`config.mk`:
```
export PLATFORM = sky130hd
export DESIGN_NAME = mod5_event_counter
export DESIGN_NICKNAME = d
export VERILOG_FILES = /design/src/rtl/mod5_cnt_pkg.sv /design/src/rtl/mod5_rem_fsm.sv /design/src/rtl/mod5_quo_cnt.sv /design/src/rtl/mod5_event_counter.sv
export SDC_FILE = /design/constraint.sdc
export NUM_CORES = 1
export LEC_CHECK = 0
export BUFFER_PORTS_ARGS = -buffer_cell sky130_fd_sc_hd__buf_2
export CAP_MARGIN = 15
export CORE_AREA = 10 10 47 49
export CTS_CLUSTER_SIZE = 14
export DETAILED_ROUTE_END_ITERATION = 12
export DIE_AREA = 0 0 57 59
export PLACE_DENSITY = 0.54
export SYNTH_ARGS = -nofsm -noshare
export SYNTH_HDL_FRONTEND = slang
export SYNTH_HIERARCHICAL = 1
export SYNTH_SLANG_ARGS = --single-unit
```
`constraint.sdc`:
```
create_clock -name clk -period 2 [get_ports clk]
set_clock_uncertainty 0.15 [all_clocks]
set_input_delay 0.1 -clock clk [delete_from_list [all_inputs] [get_ports clk]]
set_output_delay 0.1 -clock clk [all_outputs]
set_load 0.01 [all_outputs]
```
`src/rtl/mod5_cnt_pkg.sv`:
```
package mod5_cnt_pkg;
    typedef enum logic {
        PH_BELOW = 1'b0,
        PH_TOP   = 1'b1
    } rem_phase_t;
endpackage

```
`src/rtl/mod5_rem_fsm.sv`:
```
module mod5_rem_fsm
    import mod5_cnt_pkg::*;
#(
    parameter int MODULUS = 5,
    parameter int REM_W   = $clog2(MODULUS)
) (
    input  logic             clk,
    input  logic             init,
    input  logic             evt,
    output logic [REM_W-1:0] rem,
    output logic             carry
);
    localparam logic [REM_W-1:0] LAST_V = REM_W'(MODULUS - 1);
    localparam logic [REM_W-1:0] PRE_V  = REM_W'(MODULUS - 2);

    rem_phase_t       phase, phase_nx;
    logic [REM_W-1:0] rem_nx;

    // next-state and output process
    always_comb begin
        phase_nx = phase;
        rem_nx   = rem;
        carry    = 1'b0;
        unique case (phase)
            PH_BELOW: begin
                if (evt) begin
                    rem_nx   = rem + 1'b1;
                    phase_nx = (rem == PRE_V) ? PH_TOP : PH_BELOW;
                end
            end
            PH_TOP: begin
                if (evt) begin
                    rem_nx   = '0;
                    phase_nx = PH_BELOW;
                    carry    = 1'b1;
                end
            end
            default: phase_nx = PH_BELOW;
        endcase
        if (init) begin
            rem_nx   = '0;
            phase_nx = PH_BELOW;
            carry    = 1'b0;
        end
    end

    // state register process
    always_ff @(posedge clk) begin
        phase <= phase_nx;
        rem   <= rem_nx;
    end

    AST_PHASE_TOP: assert property (@(posedge clk) disable iff (init)
        (phase == PH_TOP) |-> (rem == LAST_V));
    AST_REM_RANGE: assert property (@(posedge clk) disable iff (init)
        (rem <= LAST_V));
endmodule

```
`src/rtl/mod5_quo_cnt.sv`:
```
module mod5_quo_cnt #(
    parameter int QUO_W = 4
) (
    input  logic             clk,
    input  logic             init,
    input  logic             carry,
    output logic [QUO_W-1:0] quo
);
    // natural binary wrap gives modulo 2**QUO_W
    always_ff @(posedge clk) begin
        if (init)       quo <= '0;
        else if (carry) quo <= quo + 1'b1;
    end

    AST_QUO_HOLD: assert property (@(posedge clk) disable iff (init)
        !carry |=> $stable(quo));
endmodule

```
`src/rtl/mod5_event_counter.sv`:
```
module mod5_event_counter #(
    parameter int MODULUS = 5,
    parameter int QUO_W   = 4,
    parameter int REM_W   = $clog2(MODULUS)
) (
    input  logic             clk,
    input  logic             init,
    input  logic             evt,
    output logic [REM_W-1:0] rem_o,
    output logic [QUO_W-1:0] quo_o
);
    localparam logic [REM_W-1:0] LAST_V = REM_W'(MODULUS - 1);

    logic carry;

    mod5_rem_fsm #(.MODULUS(MODULUS), .REM_W(REM_W)) u_rem (
        .clk(clk), .init(init), .evt(evt), .rem(rem_o), .carry(carry)
    );

    mod5_quo_cnt #(.QUO_W(QUO_W)) u_quo (
        .clk(clk), .init(init), .carry(carry), .quo(quo_o)
    );

    AST_CLEAR: assert property (@(posedge clk) disable iff (init)
        $past(init) |-> (rem_o == '0 && quo_o == '0));
    AST_STEP: assert property (@(posedge clk) disable iff (init)
        (evt && rem_o != LAST_V) |=>
            (rem_o == REM_W'($past(rem_o) + 1'b1) && $stable(quo_o)));
    AST_CARRY: assert property (@(posedge clk) disable iff (init)
        (evt && rem_o == LAST_V) |=>
            (rem_o == '0 && quo_o == QUO_W'($past(quo_o) + 1'b1)));
    AST_HOLD: assert property (@(posedge clk) disable iff (init)
        !evt |=> ($stable(rem_o) && $stable(quo_o)));
endmodule

```
==> qor.txt <==
final max-slew violation count -> 0
first-pass GRT wire length -> 1440 um
row count -> 14
synth-to-layout area growth -> 31.1%
CTS sink count -> 8
worst slew pin tran -> 183 ps
antenna violations before repair -> 0
final hold slack -> 340 ps
core area -> 1400 sq um
Max Fclk -> 644 MHz
ANT nets after route -> 0
sequential share of the synthesized area -> 43.2%
Mapped Cells -> 36
Final Instance Count excl. Fillers -> 67
postcts setup bufs -> 0
DR vias -> 302
Mapped Avg Cell Area -> 10.3 sq um
total CTS buffers -> 3
CTS Hold Buffers Added -> 2
worst hold path type -> flip-flop to flip-flop
dpl cells -> 62
Vias/cell -> 4.51
Worst Setup Start Kind -> flip-flop
share of layout cells above drive strength 1 -> 31.4%
Yosys cell types -> 17
die width -> 57 um
Final Hold Fails -> 0
Relative slew margins -> 87.7%
Die Ht -> 59 um
max-cap viol count -> 0
IO buf count -> 9
Seq cells post-synth -> 8
Cell Pwr Density -> 649 nW/um^2
GP Congestion -> 0.654
Critical Path RT -> 2020 ps
n_diodes -> 0
FF-to-FF End -> u_rem/rem[2]
worst-skew pair later-pin latency -> 250 ps
TritonRoute pass-1 iters -> 1
Finished Core Util -> 34.6%
clock root buffer -> clkbuf_4
drt wl/cell -> 10.8 um
top-area cell type share of the netlist area -> 43.2%
Routed Wire Length -> 724 um
reg-to-reg startpoint -> u_rem/rem[0]
die area -> 3360 sq um
worst slack at placement -> 452 ps
Critical Path Fanout Max -> 4
All-Layer GR Usage -> 5.46%
dominant cells by area after synthesis -> dfxtp_1, ha_1, nand3b_1
CP startpoint -> u_rem/rem[0]
Critical Path End -> u_rem/rem[2]
PostCTS Resize Cnt -> 0
Final TNS setup -> 0 ps
pin count of the biggest net entering global routing -> 12
flop-to-flop setup slack -> 450 ps
area leader, netlist -> dfxtp_1
syn_nets -> 42
clk slew on worst S/H paths -> 50 ps
H-tree levels -> 1
synthesized cell area -> 370 sq um
Ys Warns -> 6
worst path arrival time -> 1570 ps
Initial Utilization -> 26.4%
min Tclk post-route -> 1550 ps
r2r worst-path depth -> 4
Iteration-0 DRC Markers -> 0
Lkg Pwr -> 0.224 nW
final worst path period share -> 77.7%
final setup margin -> 446 ps
nets -> 59
Final setup viols -> 0
vias in the first global route -> 333
crit end category -> flip-flop
post-route DRC violation count -> 0
Worst VDD drop -> 0.250 mV
CP Class -> flip-flop to flip-flop
CTS tree -> done
I/O pin cnt -> 10
Remaining Overflow, GRT -> 0
Longest Clk Path Bufs -> 2
status -> completed
RSZ-0062 raised after global routing -> no
[per-stage QoR]
step | power, mW | area [sq um]
3_3_place_gp | 0.190 | 443
5_1_grt | 0.335 | 485
3_5_place_dp | 0.190 | 443
2_1_floorplan | 0.179 | 370
6_report | 0.315 | 485
4_1_cts | 0.324 | 485
[layer usage]
layer	routed length, um	part of all wire, %	GRT usage (%)	vias to the layer above
met3	100	14	4.94	4
met5	0	0	0	-
li1	-	-	-	158
met2	279	39	7.60	11
met1	332	46	5.38	129
met4	11	1.5	3.02	0
[cells in the mapped netlist]
cell type and instances:
mux2_4 1, mux2i_1 1, dfxtp_1 8, nand4_2 1
nor2b_1 1, xnor2_1 1, ha_1 3, nand2_1 1
nand3b_1 3, a21oi_1 4, or4b_1 1, or3b_1 1
inv_1 1, o31ai_1 1, a21bo_2 1, nor2_1 4
nand2b_1 3
[flip-flops by register name, summed over array words and instances (netlist names)]
register and flops:
u_rem/rem 3, u_quo/quo 4, u_rem/phase 1
[power breakdown]
| group | leakage (nW) | internal [mW] | switching [mW] |
|---|---|---|---|
| Sequential | 0.0648 | 0.163 | 0.00274 |
| Combinational | 0.145 | 0.0118 | 0.0116 |
| Clock | 0.0138 | 0.0688 | 0.0574 |
| Total | 0.224 | 0.243 | 0.0717 |
[kinds of logic (layout without fill, tap and decap cells)]
logic type,after synthesis,in the layout,synth area share [%]
and+or+nand+nor,15,15,26.4
DFF,8,8,43.2
AOI/OAI and AO/OA,6,6,10.1
adders and majority gates,3,3,10.1
muxes,2,2,6.76
xor gates and xnor gates,1,1,2.37
buffers and inverters,1,16,1.01
[cells in the final DEF (no fill, tap or decap)]
master | Yosys | final
a21bo_2 | 1 | 1
a21oi_1 | 4 | 4
buf_2 | 0 | 9
buf_4 | 0 | 1
clkbuf_4 | 0 | 3
dfxtp_1 | 8 | 8
dlygate4sd3_1 | 0 | 2
ha_1 | 3 | 3
inv_1 | 1 | 1
mux2_4 | 1 | 1
mux2i_1 | 1 | 1
nand2_1 | 1 | 1
nand2b_1 | 3 | 3
nand3b_1 | 3 | 3
nand4_2 | 1 | 1
nor2_1 | 4 | 4
nor2b_1 | 1 | 1
o31ai_1 | 1 | 1
or3b_1 | 1 | 1
or4b_1 | 1 | 1
xnor2_1 | 1 | 1
[layout make-up]
| class | instances | area, sq um |
|---|---|---|
| Multi-Input combinational cell | 27 | 206 |
| Inverter | 1 | 3.75 |
| Fill cell | 155 | 916 |
| Tap cell | 16 | 20.0 |
| Clock buffer | 3 | 22.5 |
| Sequential cell | 8 | 160 |
| Timing Repair Buffer | 12 | 72.6 |
[how the worst min path moves through the flow]
stage / start / cells past startpoint / endpoint
floorplan: init / 1 / u_quo/quo[2]
global placement: evt / 2 / u_rem/rem[2]
detailed placement: evt / 2 / u_rem/rem[2]
CTS: u_rem/rem[2] / 2 / u_rem/rem[2]
global route: u_rem/rem[2] / 2 / u_rem/rem[2]
finish: u_rem/rem[2] / 2 / u_rem/rem[2]
[worst max-delay path, stage by stage, from the launching register on]
cell and delay (ps):
dfxtp_1 330, ha_1 200, ha_1 260, or4b_1 460, o31ai_1 80
No activity file was read; power rests on OpenSTA's default activity.
